==> config.mk <==
export PLATFORM = sky130hd
export DESIGN_NAME = tdc_rr_mux
export DESIGN_NICKNAME = d
export VERILOG_FILES = /design/src/rtl/tdc_rr_pkg.sv /design/src/rtl/tdc_chan_fifo.sv /design/src/rtl/tdc_chan_lane.sv /design/src/rtl/tdc_slot_fsm.sv /design/src/rtl/tdc_rr_mux.sv
export SDC_FILE = /design/constraint.sdc
export NUM_CORES = 1
export LEC_CHECK = 0
export ABC_AREA = 1
export CAP_MARGIN = 20
export CORE_MARGIN = 1.5
export CORE_UTILIZATION = 50
export DETAILED_ROUTE_END_ITERATION = 10
export DONT_BUFFER_PORTS = 1
export REMOVE_ABC_BUFFERS = 1
export SYNTH_ARGS = -nofsm -noshare
export SYNTH_HDL_FRONTEND = slang
export SYNTH_SLANG_ARGS = --single-unit
==> constraint.sdc <==
create_clock -name clk -period 4 [get_ports clk]
set_clock_uncertainty 0.2 [all_clocks]
set_input_delay 0.2 -clock clk [delete_from_list [all_inputs] [get_ports clk]]
set_output_delay 0.2 -clock clk [all_outputs]
set_load 0.02 [all_outputs]
==> src/rtl/tdc_rr_pkg.sv <==
package tdc_rr_pkg;

    // Scheduler states: channel slot or end-of-cycle delimiter
    typedef enum logic [0:0] {
        S_SLOT  = 1'b0,
        S_TOKEN = 1'b1
    } rr_state_e;

endpackage

==> src/rtl/tdc_chan_fifo.sv <==
module tdc_chan_fifo #(
    parameter int DATA_W = 32,
    parameter int DEPTH  = 4
) (
    input  logic              clk,
    input  logic              rst_n,
    input  logic              push,
    input  logic [DATA_W-1:0] wdata,
    input  logic              pop,
    output logic [DATA_W-1:0] rdata,
    output logic              empty,
    output logic              full
);
    localparam int PTR_W = (DEPTH > 1) ? $clog2(DEPTH) : 1;
    localparam int CNT_W = $clog2(DEPTH + 1);
    localparam logic [PTR_W-1:0] PTR_LAST = PTR_W'(DEPTH - 1);
    localparam logic [CNT_W-1:0] CNT_FULL = CNT_W'(DEPTH);

    logic [DATA_W-1:0] mem [DEPTH];
    logic [PTR_W-1:0]  wr_ptr, rd_ptr;
    logic [CNT_W-1:0]  count;

    assign empty = (count == '0);
    assign full  = (count == CNT_FULL);
    assign rdata = mem[rd_ptr];

    always_ff @(posedge clk) begin
        if (push) begin
            mem[wr_ptr] <= wdata;
        end
    end

    always_ff @(posedge clk or negedge rst_n) begin
        if (!rst_n) begin
            wr_ptr <= '0;
            rd_ptr <= '0;
            count  <= '0;
        end else begin
            if (push) begin
                wr_ptr <= (wr_ptr == PTR_LAST) ? '0 : wr_ptr + 1'b1;
            end
            if (pop) begin
                rd_ptr <= (rd_ptr == PTR_LAST) ? '0 : rd_ptr + 1'b1;
            end
            unique case ({push, pop})
                2'b10:   count <= count + 1'b1;
                2'b01:   count <= count - 1'b1;
                default: count <= count;
            endcase
        end
    end

    AST_POP_NONEMPTY: assert property (@(posedge clk) disable iff (!rst_n)
        pop |-> !empty);
    AST_NO_OVERRUN: assert property (@(posedge clk) disable iff (!rst_n)
        full |-> !push);

endmodule

==> src/rtl/tdc_chan_lane.sv <==
module tdc_chan_lane #(
    parameter int              DATA_W = 32,
    parameter int              DEPTH  = 4,
    parameter int              HDR_W  = 4,
    parameter logic [HDR_W-1:0] RES_HDR = '1
) (
    input  logic              clk,
    input  logic              rst_n,
    input  logic              in_valid,
    input  logic [DATA_W-1:0] in_data,
    input  logic              pop,
    output logic [DATA_W-1:0] head,
    output logic              empty,
    output logic              ovf
);
    logic is_reserved;
    logic full;
    logic push;
    logic ovf_q;

    assign is_reserved = (in_data[DATA_W-1 -: HDR_W] == RES_HDR);
    assign push        = in_valid && !is_reserved && !full;
    assign ovf         = ovf_q;

    always_ff @(posedge clk or negedge rst_n) begin
        if (!rst_n) begin
            ovf_q <= 1'b0;
        end else if (in_valid && !is_reserved && full) begin
            ovf_q <= 1'b1;
        end
    end

    tdc_chan_fifo #(
        .DATA_W (DATA_W),
        .DEPTH  (DEPTH)
    ) fifo_i (
        .clk   (clk),
        .rst_n (rst_n),
        .push  (push),
        .wdata (in_data),
        .pop   (pop),
        .rdata (head),
        .empty (empty),
        .full  (full)
    );

    AST_OVF_HOLDS: assert property (@(posedge clk) disable iff (!rst_n)
        ovf_q |=> ovf_q);

endmodule

==> src/rtl/tdc_slot_fsm.sv <==
module tdc_slot_fsm
    import tdc_rr_pkg::*;
#(
    parameter int                NUM_CH     = 6,
    parameter int                DATA_W     = 32,
    parameter int                HDR_W      = 4,
    parameter logic [HDR_W-1:0]  RES_HDR    = '1,
    parameter logic [DATA_W-1:0] TOKEN_CODE = 'hBC
) (
    input  logic                     clk,
    input  logic                     rst_n,
    input  logic [NUM_CH*DATA_W-1:0] heads,
    input  logic [NUM_CH-1:0]        empty,
    input  logic                     out_ready,
    output logic [NUM_CH-1:0]        pop,
    output logic                     out_valid,
    output logic [DATA_W-1:0]        out_data,
    output logic                     out_ctrl
);
    localparam int IDX_W = (NUM_CH > 1) ? $clog2(NUM_CH) : 1;
    localparam logic [IDX_W-1:0]  IDX_LAST    = IDX_W'(NUM_CH - 1);
    localparam logic [DATA_W-1:0] PLACEHOLDER = {RES_HDR, {(DATA_W-HDR_W){1'b0}}};

    rr_state_e         state_q, state_d;
    logic [IDX_W-1:0]  slot_q, slot_d;
    logic              load;
    logic              out_valid_q;
    logic [DATA_W-1:0] out_data_q, data_d;
    logic              out_ctrl_q, ctrl_d;

    assign load      = !out_valid_q || out_ready;
    assign out_valid = out_valid_q;
    assign out_data  = out_data_q;
    assign out_ctrl  = out_ctrl_q;

    // Next state, next word and pop selection
    always_comb begin
        state_d = state_q;
        slot_d  = slot_q;
        data_d  = out_data_q;
        ctrl_d  = out_ctrl_q;
        pop     = '0;
        if (load) begin
            unique case (state_q)
                S_SLOT: begin
                    ctrl_d = 1'b0;
                    if (!empty[slot_q]) begin
                        data_d      = heads[slot_q*DATA_W +: DATA_W];
                        pop[slot_q] = 1'b1;
                    end else begin
                        data_d = PLACEHOLDER;
                    end
                    if (slot_q == IDX_LAST) begin
                        state_d = S_TOKEN;
                        slot_d  = '0;
                    end else begin
                        slot_d = slot_q + 1'b1;
                    end
                end
                S_TOKEN: begin
                    data_d  = TOKEN_CODE;
                    ctrl_d  = 1'b1;
                    state_d = S_SLOT;
                    slot_d  = '0;
                end
            endcase
        end
    end

    // State register
    always_ff @(posedge clk or negedge rst_n) begin
        if (!rst_n) begin
            state_q <= S_SLOT;
            slot_q  <= '0;
        end else begin
            state_q <= state_d;
            slot_q  <= slot_d;
        end
    end

    // Output register
    always_ff @(posedge clk or negedge rst_n) begin
        if (!rst_n) begin
            out_valid_q <= 1'b0;
            out_data_q  <= '0;
            out_ctrl_q  <= 1'b0;
        end else if (load) begin
            out_valid_q <= 1'b1;
            out_data_q  <= data_d;
            out_ctrl_q  <= ctrl_d;
        end
    end

    AST_STALL_HOLD: assert property (@(posedge clk) disable iff (!rst_n)
        (out_valid_q && !out_ready) |=> (out_valid_q && $stable(out_data_q) && $stable(out_ctrl_q)));
    AST_STALL_NO_POP: assert property (@(posedge clk) disable iff (!rst_n)
        (out_valid_q && !out_ready) |-> (pop == '0));
    AST_SLOT_RANGE: assert property (@(posedge clk) disable iff (!rst_n)
        slot_q <= IDX_LAST);
    AST_TOKEN_NEXT: assert property (@(posedge clk) disable iff (!rst_n)
        (load && state_q == S_TOKEN) |=> (out_valid_q && out_ctrl_q));

endmodule

==> src/rtl/tdc_rr_mux.sv <==
module tdc_rr_mux #(
    parameter int                NUM_CH     = 6,
    parameter int                DATA_W     = 32,
    parameter int                FIFO_DEPTH = 4,
    parameter int                HDR_W      = 4,
    parameter logic [HDR_W-1:0]  RES_HDR    = 4'hF,
    parameter logic [DATA_W-1:0] TOKEN_CODE = 32'h0000_00BC
) (
    input  logic                     clk,
    input  logic                     rst_n,
    input  logic [NUM_CH-1:0]        tdc_valid,
    input  logic [NUM_CH*DATA_W-1:0] tdc_word,
    input  logic                     link_ready,
    output logic                     link_valid,
    output logic [DATA_W-1:0]        link_word,
    output logic                     link_ctrl,
    output logic [NUM_CH-1:0]        ovf_flags
);
    logic [NUM_CH*DATA_W-1:0] heads;
    logic [NUM_CH-1:0]        empty;
    logic [NUM_CH-1:0]        pop;

    initial begin
        assert (NUM_CH >= 1 && NUM_CH <= 18 && DATA_W > HDR_W && FIFO_DEPTH >= 1);
    end

    for (genvar c = 0; c < NUM_CH; c++) begin : g_lane
        tdc_chan_lane #(
            .DATA_W  (DATA_W),
            .DEPTH   (FIFO_DEPTH),
            .HDR_W   (HDR_W),
            .RES_HDR (RES_HDR)
        ) lane_i (
            .clk      (clk),
            .rst_n    (rst_n),
            .in_valid (tdc_valid[c]),
            .in_data  (tdc_word[c*DATA_W +: DATA_W]),
            .pop      (pop[c]),
            .head     (heads[c*DATA_W +: DATA_W]),
            .empty    (empty[c]),
            .ovf      (ovf_flags[c])
        );
    end

    tdc_slot_fsm #(
        .NUM_CH     (NUM_CH),
        .DATA_W     (DATA_W),
        .HDR_W      (HDR_W),
        .RES_HDR    (RES_HDR),
        .TOKEN_CODE (TOKEN_CODE)
    ) sched_i (
        .clk       (clk),
        .rst_n     (rst_n),
        .heads     (heads),
        .empty     (empty),
        .out_ready (link_ready),
        .pop       (pop),
        .out_valid (link_valid),
        .out_data  (link_word),
        .out_ctrl  (link_ctrl)
    );

    AST_ONE_POP: assert property (@(posedge clk) disable iff (!rst_n)
        $onehot0(pop));
    AST_CTRL_ONLY_VALID: assert property (@(posedge clk) disable iff (!rst_n)
        link_ctrl |-> link_valid);

endmodule

==> results_dict.tcl <==
set metrics [dict create \
    status "finished clean" \
    cp-start-kind "flip-flop" \
    die-height_um 266 \
    crit_fanout 7 \
    core-area_um2 68600 \
    first_iter_violations 2070 \
    maxCapViolCount 0 \
    cts_tree "yes" \
    fin_nets 3329 \
    reg2reg_from "sched_i.out_valid$_DFFE_PN0N_" \
    worst_hold_path.endpoint "g_lane[0].lane_i.fifo_i.wr_ptr[1]$_DFFE_PN0P_" \
    synth-edff-count 768 \
    multiInputGateArea_um2 8390 \
    synth_top_area_share_pct 66.7 \
    post-cts-setup-buffers 0 \
    irDropWorstVdd_mv 0.472 \
    place.gp.congestion 0.826 \
    cts_buffers 90 \
    vias_per_cell 5.57 \
    yosysTopAreaCell "edfxtp_1" \
    fin_crit_ps 3150 \
    synth.cell_area_um2 34600 \
    drive_gt1_share_pct 8.14 \
    dp_cells 3722 \
    final-seq-area_um2 25200 \
    worstPathArrival_ps 3450 \
    p_leak_uw 0.0150 \
    grt_pass1_vias 22100 \
    p_per_area_nw_per_um2 752 \
    end_kind "flip-flop" \
    rsz0062_at_grt "false" \
    vias 22800 \
    post_drt_wl_per_cell_um 22.5 \
    hold_path_class "input pin to flip-flop" \
    syn_avg_cell_area_um2 12.0 \
    slowest_delay_ps 460 \
    synth.most_common_cell "edfxtp_1" \
    antenna_found_initial 13 \
    clkTransAtPathRegs_ps 60 \
    cts.sinks 854 \
    r2r-end "g_lane[3].lane_i.fifo_i.count[2]$_DFFE_PN0P_" \
    die-area_um2 70800 \
    setup_viol 0 \
    clock_latency_ps 630 \
    cts_max_path_buffers 3 \
    io_pins 241 \
    cts_root_buf "clkbuf_16" \
    hold_start "tdc_valid[0]" \
    syn_to_final_growth_pct 17.7 \
    cpMostUsedCell "inv_1" \
    grt_pass1_wl_um 137000 \
    ant_nets 0 \
    async_flop_share_pct 10.1 \
    tightest_slew_ps 1000 \
    fill_cells 5382 \
    cp_cell_sequence "inv_1 > or2_1 > nand2_2 > nor2_1 > nand4_1 > inv_1 > ha_1 > inv_1 > fa_1 > a21oi_1 > o21ai_0 > xnor2_1" \
    dieWidth_um 266 \
    hold_violations 0 \
    yosysSeqAreaShare_pct 72.9 \
    routed_wl_um 92200 \
    first_pass_iters 7 \
    initial_core_util_pct 50.4 \
    ys_top_cells_by_area "edfxtp_1 67%, nand2_1 8.3%, nand3_1 6.3%" \
    io_buffers 0 \
    worst-r2r-setup-slack_ps 850 \
    grt_usage_pct 26.3 \
    rows 96 \
    min_period_over_period_pct 78.6 \
    syn_inst 2884 \
    ys.flop_type "edfxtp_1" \
    drv_slew 0 \
    critPathRequiredTime_ps 4300 \
    cpMaxStageDelayCell "dfrtp_1" \
    synth_common_cells "768 x edfxtp_1, 765 x nand2_1, 435 x nand3_1" \
    ys_types 35 \
    whs_path_depth 2 \
    yosys_warnings 0 \
    worstRegToRegCells 12 \
    max_clock_freq_ghz 0.318 \
    grt_overflow 0 \
    power_uw 30600 \
    grt_max_degree 78 \
    worst-setup-path-type "flip-flop to flip-flop" \
    drc_errors 0 \
    fin_cells 4096 \
    dp_hpwl_um 59300 \
    htreeDepth 3 \
    yosys_register_bits 854 \
    slew_headroom_pct 33.1 \
]
[cell type report]
type | instances | area share (%)
Antenna cell | 6 | 0.0369
Inverter | 110 | 1.01
Tap cell | 931 | 2.86
Clock buffer | 112 | 5.86
Clock inverter | 53 | 1.35
Timing Repair Buffer | 268 | 6.30
Multi-Input combinational cell | 1762 | 20.6
Sequential cell | 854 | 62.0
[through the flow]
step                      hold WS, ps  TNS (ps)  area, um^2  util [%]  worst slack [ps]
after floorplan                  -296     -10.9       33900         -             -10.9
after global placement           -291         0       35700      52.1               911
after detailed placement         -288         0       35700      52.1               926
after CTS                        11.8         0       40700      59.3               903
after global routing             43.6         0       40700      59.3               611
final                            36.7         0       40700      59.3               855
[registers in the layout, indices dropped and copies added (netlist names)]
register and count:
g_lane.lane_i.fifo_i.mem 768, sched_i.out_data 32, sched_i.slot_q 3, sched_i.out_ctrl 1, sched_i.state_q 1, sched_i.out_valid 1
g_lane.lane_i.fifo_i.wr_ptr 12, g_lane.lane_i.ovf 6, g_lane.lane_i.fifo_i.rd_ptr 12, g_lane.lane_i.fifo_i.count 18
[metal layers]
metal  up-vias  global-route usage (%)  share of wire, %
met5         -                       0              0.12
met4        16                    7.36               2.6
met3       150                    5.73               7.6
met2       820                    41.0                47
met1     11300                    37.4                43
li1      10500                       -                 -
[power by group]
group / total (uW) / switching, uW / internal [uW]
combinational: 9750 / 7110 / 2640
sequential: 12600 / 857 / 11700
clock: 8270 / 3330 / 4940
total: 30600 / 11300 / 19300
[worst max path at each step]
stage                                        startpoint                                           end  slack (ps)  cells past startpoint
final                     sched_i.out_valid$_DFFE_PN0N_  g_lane[3].lane_i.fifo_i.count[2]$_DFFE_PN0P_         850                     12
after global routing      sched_i.out_valid$_DFFE_PN0N_  g_lane[3].lane_i.fifo_i.count[2]$_DFFE_PN0P_         610                     12
after CTS                 sched_i.out_valid$_DFFE_PN0N_  g_lane[3].lane_i.fifo_i.count[2]$_DFFE_PN0P_         900                     12
after detailed placement  sched_i.out_valid$_DFFE_PN0N_  g_lane[3].lane_i.fifo_i.count[2]$_DFFE_PN0P_         930                     12
after global placement    sched_i.out_valid$_DFFE_PN0N_  g_lane[1].lane_i.fifo_i.count[2]$_DFFE_PN0P_         910                     12
after floorplan           sched_i.slot_q[0]$_DFFE_PN0N_  g_lane[4].lane_i.fifo_i.count[2]$_DFFE_PN0P_         -10                     12
[logic make-up (layout without fill, tap and decap cells)]
| group | after synthesis | in the layout | share of synthesized area [%] |
|---|---|---|---|
| simple gates | 1470 | 1470 | 18.0 |
| flops | 854 | 854 | 72.9 |
| buf+inv | 268 | 543 | 3.15 |
| compound gates | 235 | 235 | 3.90 |
| fa+ha+maj | 42 | 42 | 1.65 |
| xor+xnor | 12 | 12 | 0.304 |
| mux | 2 | 2 | 0.0651 |
| other cells | 1 | 7 | 0.0108 |
[repair_timing]
item	4_1_cts	5_1_grt
endpoints found under the hold margin	873	0
hold buffers	203	0
resized for setup	0	0
[cell usage in the layout, fill, tap and decap left out, types with 3 or more instances in the layout]
cell           count
clkinvlp_4         3
clkbuf_8           3
clkinv_2          15
inv_6              4
clkinv_1          19
nand2_1          765
bufinv_16         11
nand4_1           44
nor2_1           182
a21oi_1           26
or2_2             11
o21bai_1           6
inv_2             10
dfrtp_2            6
dfrtp_1           80
xnor2_1            7
diode_2            6
xor2_1             5
clkbuf_16         91
inv_1             99
o21ai_1            3
nand3_1          435
o211ai_1          56
buf_4             63
nor2_2            21
fa_1               6
dlygate4sd3_1    202
clkbuf_1          18
o21ai_0          140
nor2_4             8
ha_1              36
edfxtp_1         768
[worst max-delay path: cells and delay by family, from the launching register on]
kind	cells	cell delay [ps]
buffers and inverters	3	300
AO/OA/AOI/OAI	2	280
AND/OR/NAND/NOR	4	1110
XOR/XNOR	1	130
flip-flops	1	460
adder cells (fa/ha/maj)	2	540
Note: power is estimated with default switching activity, not from simulation.
